===== config.mk =====
export PLATFORM = sky130hd
export DESIGN_NAME = ocmp_wavegen
export DESIGN_NICKNAME = d
export VERILOG_FILES = /design/src/rtl/ocmp_wavegen.sv
export SDC_FILE = /design/constraint.sdc
export NUM_CORES = 1
export LEC_CHECK = 0
export ABC_AREA = 1
export CORE_AREA = 2 2 154 156
export DETAILED_ROUTE_END_ITERATION = 8
export DIE_AREA = 0 0 156 158
export GPL_TIMING_DRIVEN = 0
export PLACE_DENSITY_LB_ADDON = 0.2
export SYNTH_ARGS = -nofsm -noshare
export SYNTH_HDL_FRONTEND = slang
export SYNTH_SLANG_ARGS = --single-unit

===== constraint.sdc =====
create_clock -name clk -period 4.8 [get_ports clk]
set_input_delay 0.96 -clock clk [delete_from_list [all_inputs] [get_ports clk]]
set_output_delay 0.96 -clock clk [all_outputs]
set_load 0.05 [all_outputs]

===== src/rtl/ocmp_wavegen.sv =====
module ocmp_wavegen #(
  parameter int W  = 32,
  parameter int HW = 16
) (
  input  logic         clk,
  input  logic         rst_n,
  input  logic         en,
  input  logic [3:0]   mode,
  input  logic         wide,
  input  logic [1:0]   psc,
  input  logic [W-1:0] period,
  input  logic [W-1:0] cmp_a,
  input  logic [W-1:0] cmp_b,
  input  logic         upd_stb,
  output logic         cmp_out,
  output logic [W-1:0] tb_count,
  output logic         prd_hit
);
  localparam logic [W-1:0] MAX_H = {{(W-HW){1'b0}}, {HW{1'b1}}};

  logic [5:0]   pre_cnt;
  logic [6:0]   ratio;
  logic [W-1:0] sh_a, sh_b, act_a, act_b;

  wire dual = (mode == 4'd4) || (mode == 4'd5);
  wire w32  = wide && !dual;
  wire [W-1:0] maxv = w32 ? {W{1'b1}} : MAX_H;

  assign ratio = 7'd1 << {psc, 1'b0};
  wire [5:0] pre_lim = 6'(ratio - 7'd1);
  wire tick = en && (pre_cnt >= pre_lim);
  wire wrap = tick && (tb_count >= period || tb_count >= maxv);
  assign prd_hit = wrap;

  wire [W-1:0] ca = ((mode == 4'd5) ? act_a : cmp_a) & maxv;
  wire [W-1:0] cb = ((mode == 4'd5) ? act_b : cmp_b) & maxv;
  wire ma = tick && (tb_count == ca);
  wire mb = tick && (tb_count == cb);

  always_ff @(posedge clk or negedge rst_n) begin
    if (!rst_n) begin
      pre_cnt  <= '0;
      tb_count <= '0;
    end else if (!en) begin
      pre_cnt  <= '0;
      tb_count <= '0;
    end else begin
      pre_cnt <= tick ? 6'd0 : pre_cnt + 6'd1;
      if (tick) tb_count <= wrap ? '0 : tb_count + 1'b1;
    end
  end

  always_ff @(posedge clk or negedge rst_n) begin
    if (!rst_n) begin
      sh_a <= '0; sh_b <= '0; act_a <= '0; act_b <= '0;
    end else begin
      if (upd_stb) begin
        sh_a <= cmp_a;
        sh_b <= cmp_b;
      end
      if (wrap) begin
        act_a <= sh_a;
        act_b <= sh_b;
      end
    end
  end

  always_ff @(posedge clk or negedge rst_n) begin
    if (!rst_n)
      cmp_out <= 1'b0;
    else if (!en || mode == 4'd0 || mode > 4'd5)
      cmp_out <= 1'b0;
    else begin
      unique case (mode)
        4'd1: if (ma) cmp_out <= 1'b1;
        4'd2: if (ma) cmp_out <= 1'b0;
        4'd3: if (ma) cmp_out <= ~cmp_out;
        default: begin
          if (mb)      cmp_out <= 1'b0;
          else if (ma) cmp_out <= 1'b1;
        end
      endcase
    end
  end
endmodule



==> results of run 1 <==
## state kept, by name (all words and copies together) (netlist names)
register,count
pre_cnt,6
act_b,16
act_a,16
sh_b,16
sh_a,16
tb_count,32
cmp_out,1
## critical path: cells and delay by family
family / cells / cell delay, ns
buf+inv: 7 / 1.37
fa+ha+maj: 1 / 0.27
simple gates: 10 / 0.92
## what timing repair did
item,4_1_cts,5_1_grt
gates resized for setup,16,10
pin swaps,1,2
buffers inserted,5,6
setup endpoints to repair,1,1
cloned,1,0
## cell usage after synthesis, drive strengths merged
master   instances  share of area [%]
nor2           105                5.0
nor4             5               0.38
nand2          437                 20
ha              56                8.6
o21ai           26                1.6
a211oi           1              0.092
nand3          142                8.7
clkbuf          21               0.97
nand4           28                2.3
inv            163                7.5
buf             35                2.6
dfrtp          103                 32
a311oi           1               0.11
xor2            30                3.2
mux2            10                1.4
a21oi           48                2.9
o2111ai          1               0.11
o211ai           4               0.37
nand3b          13                1.2
nor3            13               0.92
a21boi           1               0.14
o22ai            2               0.15
## cells in the final DEF, fill, tap and decap left out, drive strengths merged
cell	synthesis	final
nand2	437	438
inv	163	165
nand3	142	142
clkdlybuf4s50	0	133
nor2	105	105
dfrtp	103	103
ha	56	56
a21oi	48	48
buf	35	48
clkbuf	21	31
xor2	30	30
nand4	28	28
o21ai	26	26
nand3b	13	13
nor3	13	13
mux2	10	10
nor4	5	5
o211ai	4	4
dlymetal6s2s	0	3
clkinv	0	3
o22ai	2	2
o2111ai	1	1
a21boi	1	1
a211oi	1	1
a311oi	1	1
clkinvlp	0	1
## layout make-up
type / instances / area [um^2] / share of cell area (%)
repair buffers: 150 / 1490 / 14.4
multi-input cells: 924 / 4760 / 45.8
well taps: 290 / 363 / 3.49
flip-flops and latches: 103 / 2580 / 24.8
inverters: 163 / 612 / 5.89
plain buffers: 55 / 288 / 2.77
clock inverters: 6 / 66.3 / 0.638
clock buffers: 10 / 229 / 2.20
## metal layers
| layer | wire, um | global-route usage (%) | vias up | part of all wire [%] |
|---|---|---|---|---|
| met5 | 0 | 0 | - | 0 |
| met4 | 835 | 8.26 | 0 | 3.2 |
| met3 | 1210 | 2.46 | 51 | 4.6 |
| met2 | 12000 | 35.7 | 248 | 46 |
| met1 | 12200 | 28.3 | 3785 | 47 |
| li1 | - | - | 4282 | - |
## kinds of logic (layout without fill, tap and decap cells)
family                   after synthesis  in the layout  share of synthesized area [%]
buffers and inverters                219            384                           11.0
adder cells (fa/ha/maj)               56             56                           8.58
XOR/XNOR                              30             30                           3.22
flip-flops                           103            103                           31.6
AND/OR/NAND/NOR                      743            744                           38.7
AO/OA/AOI/OAI                         84             84                           5.50
multiplexers                          10             10                           1.38
## stage by stage
| step | power [W] | TNS (ns) | instance area (um^2) |
|---|---|---|---|
| after floorplan | 0.00111 | 0 | 8160 |
| after global placement | 0.00129 | -140.37 | 9910 |
| after detailed placement | 0.00130 | -8.84 | 9930 |
| after CTS | 0.00203 | 0 | 10300 |
| after global routing | 0.00211 | 0 | 10400 |
| final | 0.00202 | 0 | 10400 |
## final timing paths
kind                              start            to  slack [ns]  cells past startpoint
min in group asynchronous         rst_n     act_a[14]        0.65                      1
setup reg to reg           tb_count[25]  tb_count[15]        2.02                     12
hold reg to reg                act_a[8]      act_a[8]        0.47                      2
max in group asynchronous         rst_n       sh_a[0]        3.45                      2
setup / recovery                   wide       prd_hit        0.30                     18
hold / removal                 act_a[8]      act_a[8]        0.47                      2
## where the power goes
group	switching [W]	leakage, nW	internal (W)
clock network	0.000365	0.139	0.000366
registers	0.0000190	1.35	0.000896
logic	0.000208	4.01	0.000166
total	0.000592	5.51	0.00143
==> results.txt, run 1 <==
The flow ran to the end, and the final reports show no timing, DRC or antenna violations. Across all hold checks on the routed design, the worst slack comes to 0.470 ns. In this run the number of H-tree levels came out at 3. The layout overhead on the synthesized area was 27.3%; the total length of routed wires was 26300 um. The Yosys step of the flow raised 0 warnings.

After clock tree synthesis, the clock-pin slew on the worst setup and hold paths is 0.07 ns. For the cell leakage power, the log shows 5.51 nW. In the final design database the tool counted 1569 nets. The number of standard cells in the layout, taps in and fillers out is 1701. The number of nets produced by synthesis is 1408, and the count of cell types in the netlist is 33.

In the post-route analysis, the smallest setup slack over all paths is 0.301 ns. The actual transition at the worst max-transition pin works out to 0.735 ns. In this run the clock root is driven by a clkbuf_16.

Post-synthesis sequential area ratio: 31.6%. The type of the worst setup path is primary input to output pin. In this run the worst path has a maximum fanout of 11.

The total congestion overflow after global routing was 0; the total count of max-transition violations in the final report was 0. Between clock sinks in the finished design, the worst skew comes to 0.0117 ns. Measured against its own limit, the worst slew margin works out to 51.0%. Setup violations remaining at the end of the flow were counted as 0. The violation count after the first detailed-route iteration is 587.

The largest individual stage delay along the critical path comes from the cell buf_2. The floorplan has 56 rows. The floorplan step defined a die boundary enclosing 0.0246 mm^2.

Prior to clock tree synthesis, the placed netlist has a worst setup slack of -1.59 ns. Data arrives at the worst endpoint at 3.54 ns. For the final-report hold violation count, the log shows 0.

Summing every instance area after synthesis gives 0.00816 mm^2. The floorplan step defined a core boundary enclosing 0.0231 mm^2. The critical path startpoint category is a primary input. The clock period minus worst slack works out to 4.50 ns.

The weighted congestion at the end of routability-driven global placement was 0.865. The number of buffers inserted by hold repair at cts came out at 0. For this run, design rule violations remaining after detail routing come to 0.

Entering global routing, the biggest net connects 55 pins. The number of clock buffers added by TritonCTS is 9. Of the cells placed in the final design, the portion with a size suffix greater than 1 is 6.09%. The type of the most critical hold path was flip-flop to flip-flop.

Traced cell by cell, the critical path runs through clkbuf_1 > buf_2 > nand2_8 > buf_4 > ha_1 > nand2_1 > nor2_1 > nor2_1 > nand3_1 > nand2_1 > nand2_1 > nor2_4 > nand4_4 > nand2_4 > buf_6 > buf_6 > inv_1 > buf_4. Once detail routing completed, the nets flagged for antenna violations numbered 0. The synthesized design contains 103 register bits.

The total inserted antenna cells was 0. The count of buffers from port buffering came out at 138. The average instance area after synthesis is 6.56 um^2, and the estimated wirelength of the detail-placed design is 20700 um.

STA classifies the critical path endpoint as an output pin. Cells fill 45.1% of the core in the end. The maximum ir drop on the vdd rail was 0.200 mV. The floorplan step set the die height to 158 um. The first global-routing pass estimated 40900 um of wire.

The tools report the cell count after synthesis as 1245. The tools report the number of antenna violations at the first check in global routing as 0. The largest single stage delay on the critical path is 0.42 ns.

Dividing the final minimum period by the clock period gives 93.7%. The global-route total usage across every layer came out at 21.3%. The critical path's most frequent cell is nand2_1. 141 I/O pins were placed. Power spread over the standard cell area amounts to 194 mW/mm^2. The initial utilization of the core area, before any placement, comes to 35.4%. The logs give 1674 for the instance count after placement with tap cells included and 3.84 ns for the required arrival time at the worst endpoint.

The layout has 2379 filler cells. TritonCTS built the clock tree. The number of iterations in the first detailed-routing pass came out at 5. Clock sink count: 103.

Based on the critical path, the design can be clocked at up to 0.222 GHz. Number of vias per cell after detailed routing: 4.92. Average wire per standard cell: 15.4 um. Setup repair after global routing left no endpoint under its margin. The tools report the largest buffer count on any clock path as 2.

The number of global-route vias before repair is 7807. The tool flagged a number of max-cap violations equal to 0. The x dimension of the die works out to 156 um. The clock network latency to the later pin of the worst-skew pair is 0.36 ns, and the total vias in the final route is 8366.
Note: power is estimated with default switching activity, not from simulation.
==> run 2: changes to the inputs <==
Settings changed: CAP_MARGIN from default to 20, CORE_AREA 2 2 154 156 to 2 2 168 170, DIE_AREA 0 0 156 158 to 0 0 170 172, TNS_END_PERCENT from default to 5.
==> run 2 against run 1 <==
Non-clock buffer count decreased by 5. Routed wire length rose by 6.2%. Die area grew 19%.
==> results.txt, run 2 (synthesis results as in run 1) <==
The run finished with clean final reports. After clock tree synthesis, the clock-pin slew on the worst setup and hold paths is 0.07 ns. The register with the most flip-flops in the final layout is tb_count. In the routed design, unresolved DRC markers number 0. The global-route total usage across every layer came out at 19.2%. The tools report the element type at the critical path end as an output pin.

The tools report the maximum clock frequency as 0.217 GHz. The row count came out at 61. In this run the static leakage power is 5.48 nW. The instance count after placement with tap cells included was 1730. Number of global-route vias before repair: 7886. The finished cells cover 0.0104 mm^2. Summing all flip-flop and latch instances after layout gives 0.00258 mm^2. The tree is rooted in a clkbuf_16.

Number of flip-flops under the largest register name: 32. The die covers 0.0292 mm^2. The logs give 64 for the maximum number of pins on one net before global-route repair and 12700 um for the wire length on met1. STA puts the critical path data required time at 3.84 ns.

The average wire per standard cell works out to 15.9 um. The clock sink count was 103. The logs give 0 for the total inserted antenna cells and 0.00203 W for the overall power of the completed layout. The library cells used most frequently in the layout, excluding fill and tap cells, are nand2_1, inv_1, nand3_1. The tools report the critical path startpoint category as a primary input. The number of iterations in the first detailed-routing pass is 5, and the max-capacitance violation count is 0.

Worst setup margin: 0.188 ns. The type of the worst setup path was primary input to output pin. In the detailed route, the total length drawn on met3 is 1380 um. Once the floorplan was initialized, standard cells occupied 29.7% of the core. The count of cells along the worst hold path is 2, and the post-layout net count is 1564. The detail route stage leaves a number of antenna-violating nets equal to 0. Dividing the final minimum period by the clock period gives 96.1%. IR analysis of the VDD net gives a maximum drop of 0.171 mV. Final-report hold violation count: 0. In the final timing run, aggregate negative setup slack is 0 ns. The run gives 141 as the I/O pin count. The core region is 0.0275 mm^2. Global-route wire length before repair: 43500 um. After layout, the minimum clock period comes to 4.61 ns.

For the total vias in the final route, the log shows 8387. The worst reg2reg path depth was 12; the setup slack after placement was -1.62 ns. Between clock sinks in the finished design, the worst skew comes to 0.0114 ns. During placement, the flow inserted port buffers numbering 138. The die height was 172 um. The met2 wire length came out at 13100 um.

Headroom to the max-slew limit came out at 52.0%. The layout has 3000 filler cells. Setup repair after global routing left no endpoint under its margin.

At the end of routability-driven placement, the weighted congestion stood at 0.875. The H-tree generated during clock tree synthesis spans 3 levels. The detailed router finished its first iteration with 571 violations. Along the worst path, the maximum fanout reaches 13. The run gives 0 as the total count of max-transition violations in the final report. The number of antenna violations at the first check in global routing was 0.

Dividing total power by cell area gives a power density of 195 mW/mm^2. Dividing the detail-routed via count by the number of cells gives 4.79. Setup violations remaining at the end of the flow were counted as 0. Highest layer used for signal routing: met4.

Most common cell after layout, fill and taps aside: nand2_1. The clock passes through at most 2 buffers. Summed over all nets, the half-perimeter wirelength after detailed placement is 21700 um. The die is 170 um wide. Type of the most critical hold path: flip-flop to flip-flop.

The layout overhead on the synthesized area was 27.5%. Data on the critical path arrives at its endpoint at 3.65 ns. Of the cells placed in the final design, the portion with a size suffix greater than 1 is 5.76%. Number of clock buffers inserted by TritonCTS: 9.

The run gives 0 as the total congestion overflow after global routing. The logs give 1752 for the number of standard cells in the layout, taps in and fillers out and 0.00475 mm^2 for the area used by multi-input combinational logic. TritonCTS built the clock tree.

Actual transition at the worst max-transition pin: 0.721 ns. The total cell area at the placement stage is 0.0100 mm^2. The run gives 0.36 ns as the clock network latency to the later pin of the worst-skew pair.

The run gives 27900 um as the total length of routed wires.
-- run 2: cell count changes in the layout (fill, tap and decap cells not counted), sizes merged --
cell / previous run / this run
buf: 48 / 43
clkdlybuf4s50: 133 / 134
clkinv: 3 / 2
clkinvlp: 1 / 2
dlygate4sd2: 0 / 1
dlymetal6s2s: 3 / 1
-- run 2: critical path, stage by stage --
cell             delay, ns
clkdlybuf4s50_1       0.51
nor2_2                0.07
buf_4                 0.15
nand2_4               0.11
buf_12                0.17
nand2_8               0.09
ha_1                  0.30
nand2_1               0.07
inv_1                 0.04
o21ai_1               0.10
a21oi_1               0.08
nor2_2                0.16
nand2_2               0.08
nor2_4                0.12
nand4_4               0.13
nand2_4               0.11
buf_12                0.14
inv_1                 0.05
buf_4                 0.18
-- run 2: worst paths after layout --
path                                      to  slack [ns]          from
min in group asynchronous            cmp_out        0.60         rst_n
worst max-delay path                 prd_hit        0.19       mode[3]
worst min register to register      act_a[8]        0.47      act_a[8]
max in group asynchronous         pre_cnt[5]        3.48         rst_n
worst min-delay path                act_a[8]        0.47      act_a[8]
worst max register to register  tb_count[18]        2.00  tb_count[25]
-- run 2: repair_timing --
action	CTS	global route
gates resized for setup	19	9
hold endpoints to repair	0	0
hold buffers	0	0
buffers inserted	6	0
pin swaps	3	3
endpoints found under the setup margin	1	1
cloned	1	0
-- run 2: power breakdown --
| part | internal [W] | switching [W] | total, W |
|---|---|---|---|
| clock network | 0.000374 | 0.000364 | 0.000738 |
| registers | 0.000896 | 0.0000191 | 0.000915 |
| logic | 0.000165 | 0.000210 | 0.000375 |
-- run 2: per-layer routing --
| metal | track usage, % | vias up |
|---|---|---|
| met1 | 25.7 | 3822 |
| met2 | 32.6 | 246 |
| met5 | 0 | - |
| met4 | 6.24 | 0 |
| met3 | 2.11 | 35 |
| li1 | - | 4284 |
-- run 2: cell type report --
cell class	count	area share (%)
plain buffers	55	2.90
clock buffers	10	2.30
clock inverters	6	0.517
inverters	163	5.88
multi-input cells	924	45.6
flip-flops and latches	103	24.8
well taps	346	4.16
repair buffers	145	13.9
-- run 2: stage by stage --
step                      utilization [%]  hold WS (ns)
after CTS                            37.8         0.471
after floorplan                         -         0.433
after detailed placement             36.4         0.454
after global routing                 37.9         0.484
after global placement               36.3         0.449
final                                37.9         0.467
